## config.mk

```make
export PLATFORM = sky130hd
export DESIGN_NAME = duo_timer_ic
export DESIGN_NICKNAME = d
export VERILOG_FILES = /design/src/rtl/duo_tmr_pkg.sv /design/src/rtl/duo_tmr_chan.sv /design/src/rtl/duo_tmr_irq.sv /design/src/rtl/duo_timer_ic.sv
export SDC_FILE = /design/constraint.sdc
export NUM_CORES = 1
export LEC_CHECK = 0
export BUFFER_PORTS_ARGS = -buffer_cell sky130_fd_sc_hd__buf_2
export CAP_MARGIN = 20
export CORE_UTILIZATION = 50
export CTS_BUF_LIST = sky130_fd_sc_hd__clkbuf_2 sky130_fd_sc_hd__clkbuf_4 sky130_fd_sc_hd__clkbuf_8
export DETAILED_ROUTE_END_ITERATION = 8
export HOLD_SLACK_MARGIN = 0.02
export PLACE_DENSITY = 0.77
export SLEW_MARGIN = 20
export SYNTH_ARGS = -nofsm -noshare
export SYNTH_HDL_FRONTEND = slang
export SYNTH_SLANG_ARGS = --single-unit
```

## constraint.sdc

```tcl
create_clock -name clk -period 3.5 [get_ports clk]
set_clock_uncertainty 0.05 [all_clocks]
set_input_delay 0.525 -clock clk [delete_from_list [all_inputs] [get_ports clk]]
set_output_delay 0.525 -clock clk [all_outputs]
set_load 0.02 [all_outputs]
```

## src/rtl/duo_tmr_pkg.sv

```systemverilog
package duo_tmr_pkg;
  localparam int N_TMR  = 2;
  localparam int N_SRC  = 4;
  localparam int ADDR_W = 8;
  localparam int CTRL_W = 5;
  localparam int SRC_W  = $clog2(N_SRC);

  typedef enum logic [1:0] {
    OP_LOAD = 2'd0,
    OP_HOLD = 2'd1,
    OP_RUN  = 2'd2,
    OP_BAD  = 2'd3
  } tmr_op_e;

  localparam logic [ADDR_W-1:0] OFF_MASK = 8'h48;
  localparam logic [ADDR_W-1:0] OFF_ACK  = 8'h4C;
  localparam logic [ADDR_W-1:0] OFF_RAW  = 8'h50;
  localparam logic [ADDR_W-1:0] OFF_CNT  = 8'h38;

  function automatic logic [ADDR_W-1:0] off_div(int n);
    return ADDR_W'(n * 16);
  endfunction

  function automatic logic [ADDR_W-1:0] off_ctrl(int n);
    return ADDR_W'(n * 16 + 8);
  endfunction

  function automatic logic [ADDR_W-1:0] off_cnt(int n);
    return ADDR_W'(OFF_CNT + ADDR_W'(n * 4));
  endfunction

  // Legal control word: source code 4..7 and an opcode other than 3.
  function automatic logic ctrl_ok(logic [CTRL_W-1:0] v);
    return v[4] && (v[1:0] != OP_BAD);
  endfunction

  // Source code 4..7 maps onto tick input 0..3.
  function automatic logic [SRC_W-1:0] src_of(logic [CTRL_W-1:0] v);
    return v[SRC_W+1:2];
  endfunction
endpackage

```

## src/rtl/duo_tmr_chan.sv

```systemverilog
module duo_tmr_chan
  import duo_tmr_pkg::*;
#(
  parameter int CNT_W = 32
) (
  input  logic             clk,
  input  logic             rst_n,
  input  logic             ctrl_we,
  input  tmr_op_e          op,
  input  logic [SRC_W-1:0] sel,
  input  logic [CNT_W-1:0] div,
  input  logic [N_SRC-1:0] src_tick,
  output logic [CNT_W-1:0] count,
  output logic             running,
  output logic             expire
);
  logic [CNT_W-1:0] cnt_q;
  logic             run_q;
  logic             tick;

  assign tick    = src_tick[sel];
  assign expire  = run_q && tick && !ctrl_we && (cnt_q <= CNT_W'(1));
  assign count   = cnt_q;
  assign running = run_q;

  always_ff @(posedge clk or negedge rst_n) begin
    if (!rst_n) begin
      cnt_q <= '0;
      run_q <= 1'b0;
    end else if (ctrl_we) begin
      case (op)
        OP_LOAD: begin cnt_q <= div; run_q <= 1'b0; end
        OP_HOLD: run_q <= 1'b0;
        OP_RUN:  run_q <= 1'b1;
        default: ;
      endcase
    end else if (run_q && tick) begin
      cnt_q <= expire ? div : cnt_q - CNT_W'(1);
    end
  end
endmodule

```

## src/rtl/duo_tmr_irq.sv

```systemverilog
module duo_tmr_irq #(
  parameter int N = 2
) (
  input  logic         clk,
  input  logic         rst_n,
  input  logic [N-1:0] set,
  input  logic         mask_we,
  input  logic         ack_we,
  input  logic [N-1:0] wval,
  output logic [N-1:0] raw,
  output logic [N-1:0] mask,
  output logic         irq
);
  logic [N-1:0] raw_q;
  logic [N-1:0] mask_q;
  logic [N-1:0] clr;

  assign clr  = ack_we ? wval : '0;
  assign raw  = raw_q;
  assign mask = mask_q;
  assign irq  = |(raw_q & mask_q);

  always_ff @(posedge clk or negedge rst_n) begin
    if (!rst_n) begin
      raw_q  <= '0;
      mask_q <= '0;
    end else begin
      raw_q <= (raw_q & ~clr) | set;
      if (mask_we) mask_q <= wval;
    end
  end
endmodule

```

## src/rtl/duo_timer_ic.sv

```systemverilog
module duo_timer_ic
  import duo_tmr_pkg::*;
#(
  parameter int CNT_W  = 32,
  parameter int DATA_W = 32
) (
  input  logic              clk,
  input  logic              rst_n,
  input  logic              wr_en,
  input  logic [ADDR_W-1:0] addr,
  input  logic [DATA_W-1:0] wdata,
  output logic [DATA_W-1:0] rdata,
  input  logic [N_SRC-1:0]  src_tick,
  output logic              irq
);
  logic [N_TMR-1:0][CNT_W-1:0]  div_q;
  logic [N_TMR-1:0][CTRL_W-1:0] ctrl_q;
  logic [N_TMR-1:0][CNT_W-1:0]  cnt_w;
  logic [N_TMR-1:0]             cwe;
  logic [N_TMR-1:0]             run_w;
  logic [N_TMR-1:0]             exp_w;
  logic [N_TMR-1:0]             raw_w;
  logic [N_TMR-1:0]             mask_w;
  logic                         mask_we;
  logic                         ack_we;

  assign mask_we = wr_en && (addr == OFF_MASK);
  assign ack_we  = wr_en && (addr == OFF_ACK);

  always_comb begin
    for (int n = 0; n < N_TMR; n++)
      cwe[n] = wr_en && (addr == off_ctrl(n)) && ctrl_ok(wdata[CTRL_W-1:0]);
  end

  always_ff @(posedge clk or negedge rst_n) begin
    if (!rst_n) begin
      div_q  <= '0;
      ctrl_q <= '0;
    end else begin
      for (int n = 0; n < N_TMR; n++) begin
        if (wr_en && addr == off_div(n)) div_q[n] <= wdata[CNT_W-1:0];
        if (cwe[n]) ctrl_q[n] <= wdata[CTRL_W-1:0];
      end
    end
  end

  for (genvar g = 0; g < N_TMR; g++) begin : g_chan
    duo_tmr_chan #(.CNT_W(CNT_W)) u_chan (
      .clk      (clk),
      .rst_n    (rst_n),
      .ctrl_we  (cwe[g]),
      .op       (tmr_op_e'(wdata[1:0])),
      .sel      (src_of(ctrl_q[g])),
      .div      (div_q[g]),
      .src_tick (src_tick),
      .count    (cnt_w[g]),
      .running  (run_w[g]),
      .expire   (exp_w[g])
    );
  end

  duo_tmr_irq #(.N(N_TMR)) u_irq (
    .clk     (clk),
    .rst_n   (rst_n),
    .set     (exp_w),
    .mask_we (mask_we),
    .ack_we  (ack_we),
    .wval    (wdata[N_TMR-1:0]),
    .raw     (raw_w),
    .mask    (mask_w),
    .irq     (irq)
  );

  always_comb begin
    rdata = '0;
    for (int n = 0; n < N_TMR; n++) begin
      if (addr == off_div(n))  rdata = DATA_W'(div_q[n]);
      if (addr == off_ctrl(n)) rdata = DATA_W'(ctrl_q[n]);
      if (addr == off_cnt(n))  rdata = DATA_W'(cnt_w[n]);
    end
    if (addr == OFF_MASK) rdata = DATA_W'(mask_w);
    if (addr == OFF_RAW)  rdata = DATA_W'(raw_w);
  end
endmodule

```

==> impl_summary.log <==
INFO  metric cts_clk_pin_slew_worst_paths = 80 ps
INFO  metric syn_area = 8480 sq um
INFO  metric layout.cells.non_filler = 1,210
INFO  metric cts-buffers-inserted = 17
INFO  metric synth.net_count = 970
INFO  metric cpPeakStageDelay = 510 ps
INFO  metric ir_drop_worst_vdd = 0.276 mV
INFO  metric clock_sink_count = 144
INFO  metric postRouteAntennaNets = 0
INFO  metric dr_total_vias = 8,105
INFO  metric tightestPinTransition = 1140 ps
INFO  metric mostFrequentLayoutCells = dfrtp_1 (144), nand2_1 (119), buf_2 (78), mux2_2 (72), a21oi_1 (60)
INFO  metric grt_antenna_before_repair = 1
INFO  metric hold_vio_cnt_final = 0
INFO  metric routabilityCongestion = 0.915
INFO  metric starting_utilization_of_the_core_area = 51.2%
INFO  metric post_cts_resized = 0
INFO  metric maxClockFrequency = 331 MHz
INFO  metric die_boundary_height = 132 um
INFO  metric layout_commonest_cell = dfrtp_1
INFO  metric start_kind = primary input
INFO  metric synth_ff_type = dfrtp_1
INFO  metric finalWorstPathRequiredPeriod = 3020 ps
INFO  metric synth_largest_area_cell = dfrtp_1
INFO  metric wire_length_of_the_first_global_routing_pass = 42,100 um
INFO  metric drt_iter0_drc = 1,412
INFO  metric min-delay-path-class = primary input to register
INFO  metric synth-async-reset-ratio = 100%
INFO  metric drive_gt1_share = 23.6%
INFO  metric drt_drc_violations_left = 9
INFO  metric cp.arrival = 2440 ps
INFO  metric netlist_top_cells_area = dfrtp_1 (42%), mux2_2 (9.6%), nand2_1 (5.3%), a21oi_1 (3.5%), a222oi_1 (3.3%)
INFO  metric flow.area_growth_from_synthesis = 12.7%
INFO  metric power.density_cell_area = 368 nW/um^2
INFO  metric post-synth-top-area-fraction = 42.5%
INFO  metric clk_latency = 470 ps
INFO  metric avgSynthCellArea = 9.23 sq um
INFO  metric global_route.overflow_total = 0
INFO  metric critical-path-top-cell-by-count = buf_2
INFO  metric core_region_area = 16,600 sq um
INFO  metric cts_tree = built
INFO  metric dp_hpwl = 18,600 um
INFO  metric yosys_register_bits = 144
INFO  metric crit_chain = buf_2, nor3_1, nand2b_1, nor2b_2, buf_4, a222oi_1, nand2_1, buf_2
INFO  metric largest_fanout_of_any_net_on_the_critical_path = 30
INFO  metric floorplan.io_pins = 80
INFO  metric cts.repair_timing.setup_buffer_count = 0
INFO  metric insertedDiodeCount = 0
INFO  metric detail_route.wl_per_cell = 22.0 um
INFO  metric postRouteWirelength = 26,600 um
INFO  metric groute.usage.overall = 31.1%
INFO  metric placed_cells = 1,177
INFO  metric violations = DRC
INFO  metric maxCapViolations = 0
INFO  metric worst-endpoint-required = 2920 ps
INFO  metric finalNetCount = 1,028
INFO  metric grt_setup_unrepaired = false
INFO  metric cts_htree_levels = 4
INFO  metric number_of_enable_type_register_cells_in_the_synthesized_netlist = 0
INFO  metric cpLargestDelayFamily = simple AND/OR/NAND/NOR gates
INFO  metric detail_route.first_pass.iterations = 9
INFO  metric setup-violations-final = 0
INFO  metric report.power.total = 0.00352 W
INFO  metric postCtsHoldBufs = 1
INFO  metric setup_total_negative_slack = 0 ps
INFO  metric io_buffer_count = 79
INFO  metric power.static_leakage = 4.38 nW
INFO  metric die-width = 132 um
INFO  metric ctsRootBufferMaster = clkbuf_8
INFO  metric die_area = 17,500 sq um
INFO  metric gate_count_post_synth = 919
INFO  metric first_global_vias = 7,412
INFO  metric route.detailed.vias_per_inst = 6.70
INFO  metric category_of_the_critical_setup_timing_path = primary input to output port
INFO  metric ys.warnings.count = 0
INFO  metric outcome = complete, but fails checks
INFO  metric period_share = 86.2%
INFO  metric endpoint_kind = output port
INFO  metric placement_rows = 47
INFO  metric critical_path_buf_inv_count = 3
INFO  metric slew-limit-headroom = 24.0%
INFO  metric critical-path-slowest-cell = nor3_1
INFO  metric synth_sequential_area_ratio = 42.5%
INFO  metric cts_max_path_buffers = 2
INFO  metric drv_slew = 0
INFO  metric distinct_cell_type_count_of_the_synthesized_netlist = 65
INFO  metric pin_count_of_the_biggest_net_entering_global_routing = 64
-- layout make-up --
cell class / instances / area [sq um]
Fill cell: 1456 / 7030
Multi-Input combinational cell: 681 / 4510
Sequential cell: 144 / 3600
Timing Repair Buffer: 109 / 629
Clock buffer: 24 / 324
Tap cell: 220 / 275
Clock inverter: 8 / 124
Inverter: 24 / 90.1
-- metal layers --
metal	part of all wire [%]	GRT usage [%]	routed length [um]	up-vias
met5	0	0	0	-
met4	2.4	10.4	637	0
met3	11	7.00	3030	55
met2	43	44.7	11500	508
met1	43	46.2	11400	3926
li1	-	-	-	3616
-- sequential cells by signal, summed over array words and instances, names as in the netlist --
name / flops
ctrl_q: 10
u_irq.mask: 2
g_chan.u_chan.running: 2
div_q: 64
g_chan.u_chan.count: 64
u_irq.raw: 2
-- stage by stage --
stage	utilization, %	hold slack, ps	cell area [sq um]	setup WS (ps)
floorplan	-	179	8480	701
global route	57.6	239	9560	365
global placement	54.9	407	9100	516
finish	57.6	248	9560	482
detailed placement	54.9	413	9100	503
CTS	57.6	233	9560	532
-- final timing paths --
kind | from | to | slack (ps) | cells after the start
hold / removal | wdata[28] | div_q[28] | 250 | 2
min in group asynchronous | rst_n | g_chan[1].u_chan.count[18] | 540 | 2
max in group asynchronous | rst_n | g_chan[0].u_chan.count[6] | 2020 | 3
setup / recovery | addr[1] | rdata[27] | 480 | 8
setup reg to reg | g_chan[0].u_chan.count[12] | g_chan[0].u_chan.count[3] | 550 | 7
hold reg to reg | ctrl_q[4] | ctrl_q[4] | 440 | 1
-- synth_stat cells (18+ instances only) --
| master | instances |
|---|---|
| mux2i_1 | 18 |
| nor4_1 | 21 |
| dfrtp_1 | 144 |
| a222oi_1 | 28 |
| nand2_1 | 119 |
| a22oi_1 | 19 |
| o21ai_0 | 32 |
| clkbuf_1 | 43 |
| a21oi_1 | 60 |
| nor2_1 | 37 |
| inv_1 | 24 |
| nor3_1 | 26 |
| nand4_1 | 33 |
| nand3_1 | 32 |
| mux2_2 | 72 |
-- cells by family after synthesis --
group / Yosys count / share of synthesized area, %
simple gates: 342 / 21.0
compound gates: 245 / 19.7
flops: 144 / 42.5
buf+inv: 94 / 4.56
mux: 90 / 11.7
fa+ha+maj: 4 / 0.590
-- where the power goes --
group          internal, W  switching (W)  leakage, nW
clock             0.000828       0.000659        0.225
combinational    0.0000906       0.000125         2.35
sequential         0.00172      0.0000886         1.80
total              0.00264       0.000873         4.38
Note: power is estimated with default switching activity, not from simulation.
